[src/rtl/pcseq_pkg.sv]
`timescale 1ns/1ps
package pcseq_pkg;

  // Target write request as presented at the block edge
  typedef enum logic [1:0] {
    WK_NONE   = 2'd0,
    WK_PLAIN  = 2'd1,
    WK_IW     = 2'd2,
    WK_IWFULL = 2'd3
  } wrKind_e;

  // Resolved alignment / mode rule the datapath applies to a target
  typedef enum logic [1:0] {
    TM_PLAIN = 2'd0,
    TM_IW    = 2'd1,
    TM_IWENV = 2'd2
  } tgtMode_e;

  // Strobes from control to datapath
  typedef struct packed {
    logic     loadPc;
    logic     advance;
    logic     writeNpc;
    tgtMode_e tgtMode;
  } seqStrobes_t;

endpackage

[src/rtl/pcseq_forced.sv]
`timescale 1ns/1ps
module pcseq_forced #(
  parameter int FORCE_W = 8
) (
  input  logic               clk,
  input  logic               rstN,
  input  logic               forceWr,
  input  logic [FORCE_W-1:0] forceVal,
  input  logic               advEff,
  output logic [FORCE_W-1:0] forcedVal,
  output logic               forcedValid
);

  logic [FORCE_W-1:0] valQ, valStaged, valNext;
  logic               vldQ, vldStaged, vldNext;

  // A write replaces the value and drops validity before any step is applied
  always_comb begin
    valStaged = forceWr ? forceVal : valQ;
    vldStaged = forceWr ? 1'b0 : vldQ;
    valNext   = valStaged;
    vldNext   = vldStaged;
    if (advEff) begin
      if ((valStaged != '0) && !vldStaged) begin
        vldNext = 1'b1;
      end else begin
        valNext = '0;
        vldNext = 1'b0;
      end
    end
  end

  always_ff @(posedge clk) begin
    if (!rstN) begin
      valQ <= '0;
      vldQ <= 1'b0;
    end else begin
      valQ <= valNext;
      vldQ <= vldNext;
    end
  end

  assign forcedVal   = valQ;
  assign forcedValid = vldQ;

  AST_FORCE_ONE_SHOT: assert property (@(posedge clk) disable iff (!rstN)
    (advEff && vldQ && !forceWr) |=> (!vldQ && valQ == '0));

  AST_FORCE_WR_INVALID: assert property (@(posedge clk) disable iff (!rstN)
    (forceWr && !advEff) |=> !vldQ);

endmodule

[src/rtl/pcseq_control.sv]
`timescale 1ns/1ps
module pcseq_control
  import pcseq_pkg::*;
(
  input  logic        clk,
  input  logic        rstN,
  input  logic        pcLoad,
  input  logic        advance,
  input  logic [1:0]  wrKind,
  input  logic        pendWr,
  input  logic        pendCompactIn,
  input  logic        pendEnvIn,
  input  logic        hintToCompact,
  input  logic        hintToFull,
  output seqStrobes_t strobes,
  output logic        advEff,
  output logic        curCompact,
  output logic        curEnv,
  output logic        pendCompact,
  output logic        pendEnv,
  output logic        pendCompactPre,
  output logic        pendCompactPost
);

  logic     curCompactQ, curEnvQ, pendCompactQ, pendEnvQ;
  logic     pendEnvPre;
  wrKind_e  kindIn;
  logic     envActive, fullOnly;
  tgtMode_e modeSel;
  logic     writeReq;

  assign kindIn    = wrKind_e'(wrKind);
  assign envActive = curCompactQ && curEnvQ;
  assign fullOnly  = !curCompactQ && !curEnvQ;

  // Resolve the request into an alignment rule
  always_comb begin
    writeReq = 1'b0;
    modeSel  = TM_PLAIN;
    unique case (kindIn)
      WK_NONE: begin
        writeReq = 1'b0;
      end
      WK_PLAIN: begin
        writeReq = 1'b1;
        modeSel  = TM_PLAIN;
      end
      WK_IW: begin
        writeReq = 1'b1;
        modeSel  = envActive ? TM_IWENV : TM_IW;
      end
      WK_IWFULL: begin
        writeReq = 1'b1;
        modeSel  = fullOnly ? TM_IW : TM_PLAIN;
      end
      default: writeReq = 1'b0;
    endcase
  end

  // A load owns the cycle: no step and no target write
  always_comb begin
    strobes.loadPc   = pcLoad;
    strobes.advance  = advance && !pcLoad;
    strobes.writeNpc = writeReq && !pcLoad;
    strobes.tgtMode  = modeSel;
  end
  assign advEff = strobes.advance;

  // Pending flags: software write first, then interworking mode choice
  assign pendCompactPre = pendWr ? pendCompactIn : pendCompactQ;
  assign pendEnvPre     = pendWr ? pendEnvIn     : pendEnvQ;

  always_comb begin
    pendCompactPost = pendCompactPre;
    if (strobes.writeNpc && strobes.tgtMode == TM_IW) begin
      if (hintToCompact) begin
        pendCompactPost = 1'b1;
      end else if (hintToFull) begin
        pendCompactPost = 1'b0;
      end
    end
  end

  always_ff @(posedge clk) begin
    if (!rstN) begin
      curCompactQ  <= 1'b0;
      curEnvQ      <= 1'b0;
      pendCompactQ <= 1'b0;
      pendEnvQ     <= 1'b0;
    end else begin
      pendCompactQ <= pendCompactPost;
      pendEnvQ     <= pendEnvPre;
      if (strobes.advance) begin
        curCompactQ <= pendCompactPost;
        curEnvQ     <= pendEnvPre;
      end
    end
  end

  assign curCompact  = curCompactQ;
  assign curEnv      = curEnvQ;
  assign pendCompact = pendCompactQ;
  assign pendEnv     = pendEnvQ;

  AST_ENV_KEEPS_MODE: assert property (@(posedge clk) disable iff (!rstN)
    (strobes.writeNpc && strobes.tgtMode == TM_IWENV && !pendWr)
      |=> (pendCompactQ == $past(pendCompactQ) && pendEnvQ == $past(pendEnvQ)));

  AST_ADV_FLAGS: assert property (@(posedge clk) disable iff (!rstN)
    advEff |=> (curCompactQ == pendCompactQ && curEnvQ == pendEnvQ));

  AST_LOAD_HOLDS_MODE: assert property (@(posedge clk) disable iff (!rstN)
    pcLoad |=> (curCompactQ == $past(curCompactQ) && curEnvQ == $past(curEnvQ)));

endmodule

[src/rtl/pcseq_datapath.sv]
`timescale 1ns/1ps
module pcseq_datapath
  import pcseq_pkg::*;
#(
  parameter int ADDR_W        = 32,
  parameter int COMPACT_BYTES = 2,
  parameter int FULL_BYTES    = 4
) (
  input  logic              clk,
  input  logic              rstN,
  input  seqStrobes_t       strobes,
  input  logic [ADDR_W-1:0] wrTarget,
  input  logic [ADDR_W-1:0] pcLoadVal,
  input  logic              curCompact,
  input  logic              pendCompactPre,
  input  logic              pendCompactPost,
  output logic [ADDR_W-1:0] pcQ,
  output logic [ADDR_W-1:0] npcQ,
  output logic [ADDR_W-1:0] operandPc,
  output logic              branching,
  output logic              hintToCompact,
  output logic              hintToFull
);

  localparam logic [ADDR_W-1:0] STEP_C   = ADDR_W'(COMPACT_BYTES);
  localparam logic [ADDR_W-1:0] STEP_F   = ADDR_W'(FULL_BYTES);
  localparam logic [ADDR_W-1:0] OPND_C   = ADDR_W'(2 * COMPACT_BYTES);
  localparam logic [ADDR_W-1:0] OPND_F   = ADDR_W'(2 * FULL_BYTES);
  localparam logic [ADDR_W-1:0] MASK_C   = ~(ADDR_W'(COMPACT_BYTES - 1));
  localparam logic [ADDR_W-1:0] MASK_F   = ~(ADDR_W'(FULL_BYTES - 1));
  localparam logic [ADDR_W-1:0] RESET_NPC = STEP_F;

  logic [ADDR_W-1:0] alignedTgt, npcStaged;
  logic [ADDR_W-1:0] curStep, newStep;

  // Low target bits steer the interworking mode choice
  assign hintToCompact = wrTarget[0];
  assign hintToFull    = (wrTarget[1:0] == 2'b00);

  always_comb begin
    alignedTgt = wrTarget;
    unique case (strobes.tgtMode)
      TM_PLAIN: alignedTgt = wrTarget & (pendCompactPre ? MASK_C : MASK_F);
      TM_IW: begin
        if (wrTarget[0]) begin
          alignedTgt = wrTarget & MASK_C;
        end else if (wrTarget[1]) begin
          alignedTgt = wrTarget & MASK_F;
        end else begin
          alignedTgt = wrTarget;
        end
      end
      TM_IWENV: alignedTgt = wrTarget & MASK_C;
      default:  alignedTgt = wrTarget;
    endcase
  end

  assign npcStaged = strobes.writeNpc ? alignedTgt : npcQ;
  assign curStep   = curCompact ? STEP_C : STEP_F;
  assign newStep   = pendCompactPost ? STEP_C : STEP_F;

  always_ff @(posedge clk) begin
    if (!rstN) begin
      pcQ  <= '0;
      npcQ <= RESET_NPC;
    end else if (strobes.loadPc) begin
      pcQ  <= pcLoadVal;
      npcQ <= pcLoadVal + curStep;
    end else if (strobes.advance) begin
      pcQ  <= npcStaged;
      npcQ <= npcStaged + newStep;
    end else begin
      npcQ <= npcStaged;
    end
  end

  assign operandPc = pcQ + (curCompact ? OPND_C : OPND_F);
  assign branching = (pcQ + curStep) != npcQ;

  AST_SEQ_ADVANCE: assert property (@(posedge clk) disable iff (!rstN)
    (strobes.advance && !strobes.writeNpc) |=> (pcQ == $past(npcQ)));

  AST_LOAD_PC: assert property (@(posedge clk) disable iff (!rstN)
    strobes.loadPc |=> (pcQ == $past(pcLoadVal)));

  AST_FULL_ALIGN: assert property (@(posedge clk) disable iff (!rstN)
    (strobes.writeNpc && !strobes.advance && !strobes.loadPc &&
     strobes.tgtMode == TM_PLAIN && !pendCompactPre) |=> (npcQ[1:0] == 2'b00));

  AST_IW_WORD_PASS: assert property (@(posedge clk) disable iff (!rstN)
    (strobes.writeNpc && !strobes.advance && !strobes.loadPc &&
     strobes.tgtMode == TM_IW && wrTarget[1:0] == 2'b00) |=> (npcQ == $past(wrTarget)));

endmodule

[src/rtl/pc_sequencer.sv]
`timescale 1ns/1ps
module pc_sequencer
  import pcseq_pkg::*;
#(
  parameter int ADDR_W  = 32,
  parameter int FORCE_W = 8
) (
  input  logic               clk,
  input  logic               rstN,
  input  logic               pcLoad,
  input  logic [ADDR_W-1:0]  pcLoadVal,
  input  logic               advance,
  input  logic [1:0]         wrKind,
  input  logic [ADDR_W-1:0]  wrTarget,
  input  logic               pendWr,
  input  logic               pendCompactIn,
  input  logic               pendEnvIn,
  input  logic               forceWr,
  input  logic [FORCE_W-1:0] forceVal,
  output logic [ADDR_W-1:0]  pc,
  output logic [ADDR_W-1:0]  nextPc,
  output logic [ADDR_W-1:0]  operandPc,
  output logic               compactMode,
  output logic               envMode,
  output logic               pendCompact,
  output logic               pendEnv,
  output logic [FORCE_W-1:0] forcedVal,
  output logic               forcedValid,
  output logic               branching
);

  seqStrobes_t strobes;
  logic advEff, curCompact, pendCompactPre, pendCompactPost;
  logic hintToCompact, hintToFull;

  pcseq_control u_control (
    .clk             (clk),
    .rstN            (rstN),
    .pcLoad          (pcLoad),
    .advance         (advance),
    .wrKind          (wrKind),
    .pendWr          (pendWr),
    .pendCompactIn   (pendCompactIn),
    .pendEnvIn       (pendEnvIn),
    .hintToCompact   (hintToCompact),
    .hintToFull      (hintToFull),
    .strobes         (strobes),
    .advEff          (advEff),
    .curCompact      (curCompact),
    .curEnv          (envMode),
    .pendCompact     (pendCompact),
    .pendEnv         (pendEnv),
    .pendCompactPre  (pendCompactPre),
    .pendCompactPost (pendCompactPost)
  );

  pcseq_datapath #(.ADDR_W(ADDR_W)) u_datapath (
    .clk             (clk),
    .rstN            (rstN),
    .strobes         (strobes),
    .wrTarget        (wrTarget),
    .pcLoadVal       (pcLoadVal),
    .curCompact      (curCompact),
    .pendCompactPre  (pendCompactPre),
    .pendCompactPost (pendCompactPost),
    .pcQ             (pc),
    .npcQ            (nextPc),
    .operandPc       (operandPc),
    .branching       (branching),
    .hintToCompact   (hintToCompact),
    .hintToFull      (hintToFull)
  );

  pcseq_forced #(.FORCE_W(FORCE_W)) u_forced (
    .clk         (clk),
    .rstN        (rstN),
    .forceWr     (forceWr),
    .forceVal    (forceVal),
    .advEff      (advEff),
    .forcedVal   (forcedVal),
    .forcedValid (forcedValid)
  );

  assign compactMode = curCompact;

endmodule

[config.mk]
export PLATFORM = sky130hd
export DESIGN_NAME = pc_sequencer
export DESIGN_NICKNAME = d
export VERILOG_FILES = /design/src/rtl/pcseq_pkg.sv /design/src/rtl/pcseq_forced.sv /design/src/rtl/pcseq_control.sv /design/src/rtl/pcseq_datapath.sv /design/src/rtl/pc_sequencer.sv
export SDC_FILE = /design/constraint.sdc
export NUM_CORES = 1
export LEC_CHECK = 0
export BUFFER_PORTS_ARGS = -buffer_cell sky130_fd_sc_hd__buf_2
export CAP_MARGIN = 30
export CORE_MARGIN = 2
export CORE_UTILIZATION = 40
export CTS_CLUSTER_SIZE = 24
export DETAILED_ROUTE_END_ITERATION = 7
export PLACE_DENSITY = 0.68
export SYNTH_ARGS = -nofsm -noshare
export SYNTH_HDL_FRONTEND = slang
export SYNTH_SLANG_ARGS = --single-unit
[constraint.sdc]
create_clock -name clk -period 3.6 [get_ports clk]
set_input_delay 0.18 -clock clk [delete_from_list [all_inputs] [get_ports clk]]
set_output_delay 0.18 -clock clk [all_outputs]
set_load 0.03 [all_outputs]
==> impl_results.rst <==
.. list-table::
   :header-rows: 1

   * - Metric
     - Value
   * - Post-synthesis instance total
     - 858
   * - Die Y
     - 132 um
   * - Cell types occupying the most area after synthesis
     - dfxtp_1 (23%), xnor2_1 (8.9%), mux2i_1 (7.6%)
   * - Cell type with the largest total area after synthesis
     - dfxtp_1
   * - Initial DRT Pass Iterations
     - 6
   * - Hold path cells
     - 3
   * - Number of warning messages in the yosys log
     - 0
   * - Library cell used as clock root buffer
     - clkbuf_16
   * - Unrepaired setup endpoints after global routing
     - yes
   * - Worst hold path type
     - in -> reg
   * - Number of buffers on the longest clock path
     - 2
   * - Terminus of the critical flop-to-flop path
     - u_datapath.npcQ[9]
   * - Max Clock Skew
     - 0.00750 ns
   * - Number of CTS-inserted buffers
     - 9
   * - Core area
     - 15,900 sq um
   * - DP HPWL
     - 17,700 um
   * - Status
     - complete, no violations
   * - Number of inserted diodes
     - 0
   * - Actual slew at the worst max-slew pin
     - 1.02 ns
   * - H-tree depth reported by CTS
     - 3
   * - Largest delay contributor family on the critical path
     - simple AND/OR/NAND/NOR gates
   * - Worst Setup End Kind
     - primary output
   * - Remaining Overflow, GRT
     - 0
   * - Pin count of the biggest net entering global routing
     - 62
   * - Proportion of register bits with asynchronous set or reset after synthesis
     - 0%
   * - Number of violations of the max-capacitance limit
     - 0
   * - Latest clock arrival within the worst-skew pair
     - 0.34 ns
   * - Number of antenna-violating nets in the routed design
     - 0
   * - Hold-fix buffers at CTS
     - 0
   * - Die width
     - 132 um
   * - Global-route usage over all layers
     - 25.6%
   * - Ordered list of cells on the worst path
     - inv_1 -> ha_1 -> a21oi_2 -> nor4_4 -> nand4_1 -> mux2i_1 -> or3b_2 -> a31oi_1 -> nand3_1 -> buf_2
   * - Final hold vios
     - 0
   * - Post-route worst setup slack
     - 0.0956 ns
   * - Number of sinks driven by the clock tree
     - 77
   * - Vias in the first global route
     - 6,543
   * - Routed wire length
     - 23,000 um
   * - Postcts setup bufs
     - 0
   * - Portion of the post-synthesis area used by sequential elements
     - 23.5%
   * - Peak Freq
     - 285 MHz
   * - Wire length of the first global-routing pass
     - 35,600 um
   * - Area enclosed by the die boundary
     - 17,500 sq um
   * - Number of standard-cell rows in the floorplan
     - 46
   * - Portion of the clock cycle consumed by the worst path in the final layout
     - 97.3%
   * - Critical path's slowest cell
     - dfxtp_1
   * - Total number of vias
     - 6,995
   * - Initial Util
     - 41.2%
   * - Flip-flop and latch count after synthesis
     - 77
   * - Worst-case hold slack
     - 0.0905 ns
   * - Number of placed I/O pins
     - 192
   * - Power per unit of standard cell area
     - 357 nW/um^2
   * - Average detailed-routed wire length per instance
     - 18.5 um
   * - Number of port buffers
     - 191
   * - Post-synth design cell area
     - 6560 sq um
   * - CTS tree
     - yes
   * - Number of cells traversed by the worst register-to-register path
     - 14
   * - Most frequent standard cell in the layout excluding fill and tap cells
     - buf_2
   * - Number of instances in the placed design
     - 1,231
   * - Highest-count cells in the layout ignoring fill and taps
     - buf_2 (191), nand2_1 (82), dfxtp_1 (77)
   * - Count of unresolved DRC violations after routing
     - 0
   * - Startpoint of the worst-slack reg-to-reg timing path
     - u_control.curCompact
   * - Global placer's final weighted congestion
     - 0.932
   * - Setup crit start kind
     - flop
   * - Share of the core filled with cells
     - 50.3%
   * - Final cell count without fillers
     - 1,247
   * - Top cell type's share of synthesized area
     - 23.5%
   * - Peak supply drop
     - 0.000202 V
   * - Shortest clock period the worst path allows after layout
     - 3.50 ns
   * - Number of nets in the synthesized netlist
     - 952
   * - Average size of a mapped cell
     - 7.65 sq um
   * - Per-cell via count in the routed design
     - 5.61
   * - Setup violators final
     - 0
   * - Initial antenna violation count
     - 0
   * - Worst setup slack after placement
     - 0.242 ns
   * - Worst Hold Endpoint
     - u_forced.forcedVal[7]
   * - Worst setup slack for register-to-register paths
     - 0.27 ns
   * - Cell area reported after detailed placement
     - 7710 sq um
   * - Static leakage
     - 3.43 nW
   * - Number of buffers and inverters on the critical path
     - 2
   * - Launch point of the worst hold path
     - forceVal[7]
   * - Number of distinct library cell variants in the gate-level netlist after synthesis
     - 66
   * - Worst setup path class
     - reg -> out
   * - Dominant register cell in the synthesized netlist
     - dfxtp_1
   * - Layout overhead on the synthesized area
     - 22.2%
   * - Final number of max-transition violations
     - 0
   * - Number of nets at the end of the flow
     - 1,120
   * - Crit-path max FO
     - 8
   * - Delay of the slowest cell on the worst path
     - 0.47 ns
   * - Total non-filler cell area in the finished layout
     - 8020 sq um
   * - Worst path arrival time
     - 3.32 ns
   * - Req. time, crit path
     - 3.42 ns
   * - Share of layout cells above drive strength 1
     - 24.4%
   * - Normalized max-slew margin
     - 31.9%
   * - Number of enable flip-flop cells after synthesis
     - 0
   * - DRC marker count from the first detailed-route iteration
     - 699
   * - Post-CTS clock slew at the launch and capture registers of the worst setup and hold paths
     - 0.06 ns
## report_power, final
part | switching (mW) | internal, mW | total (mW)
combinational | 0.589 | 0.332 | 0.921
sequential | 0.106 | 0.915 | 1.02
clock | 0.385 | 0.536 | 0.921
## cell type report
class                           instances  area [sq um]
Fill cell                            1563          7920
Multi-Input combinational cell        710          4740
Sequential cell                        77          1540
Timing Repair Buffer                  214          1130
Tap cell                              216           270
Clock buffer                           10           229
Clock inverter                          6          63.8
Inverter                               14          52.6
## cells by family (layout without fill, tap and decap cells)
kind of cell | Yosys count | in the layout | share of synthesized area (%)
simple gates | 368 | 368 | 29.2
compound gates | 154 | 154 | 15.3
xor+xnor | 124 | 124 | 16.5
flops | 77 | 77 | 23.5
buf+inv | 71 | 244 | 4.71
mux | 52 | 52 | 8.01
fa+ha+maj | 12 | 12 | 2.75
## metrics by stage
step	power [mW]	TNS [ns]
global route	2.98	-0.0298
finish	2.86	0
global placement	1.93	0
detailed placement	1.94	0
floorplan	1.63	0
CTS	2.86	0
## metal layers
| metal | vias to the layer above | wire length [um] | GRT usage (%) |
|---|---|---|---|
| met3 | 50 | 2020 | 4.50 |
| met5 | - | 0 | 0 |
| met4 | 0 | 597 | 8.45 |
| li1 | 3381 | - | - |
| met2 | 350 | 10100 | 39.7 |
| met1 | 3214 | 10300 | 35.8 |
## worst max path at each step
| stage | start | to | slack (ns) | depth (start not counted) |
|---|---|---|---|---|
| finish | u_control.curCompact | branching | 0.1 | 10 |
| detailed placement | u_control.curCompact | branching | 0.24 | 10 |
| global route | u_control.curCompact | branching | -0.03 | 10 |
| CTS | u_control.curCompact | branching | 0.03 | 10 |
| floorplan | u_control.curCompact | u_datapath.npcQ[29] | 0.46 | 14 |
| global placement | u_control.curCompact | branching | 0.35 | 10 |
## repair_timing
item | 4_1_cts | 5_1_grt
endpoints found under the setup margin | 1 | 2
gates resized for setup | 2 | 3
hold endpoints to repair | 0 | 0
## worst reg2reg max path, stage by stage (launching register included)
cell and delay, ns:
dfxtp_1 0.38, inv_1 0.37, a21oi_1 0.13, nor3b_1 0.27, a21oi_1 0.13, inv_1 0.11, ha_1 0.17, inv_1 0.05
fa_1 0.42, nor3_2 0.19, buf_4 0.18, nand2_1 0.11, nor3_1 0.36, xor2_1 0.22, o22ai_1 0.10
## state kept, by name, indices dropped and copies added (netlist names)
name	count
u_control.curCompact	1
u_control.pendEnv	1
u_forced.forcedVal	8
u_control.curEnv	1
u_forced.forcedValid	1
u_control.pendCompact	1
u_datapath.pcQ	32
u_datapath.npcQ	32
## synthesized netlist by cell type (all sizes together) (5+ instances only)
cell    instances
buf            20
o211ai          5
o22ai           7
nand3          58
a211oi         29
a31oi           6
and2            7
and3            9
xnor2          67
nor3b           6
nor3           20
or3             5
nor4           15
nand4          30
ha              8
nand2          82
dfxtp          77
nor2           74
nor2b          40
mux2i          51
o21ai          26
a21oi          52
xor2           57
clkbuf         37
inv            14
and4            6
o211a           9
Note: power is estimated with default switching activity, not from simulation.
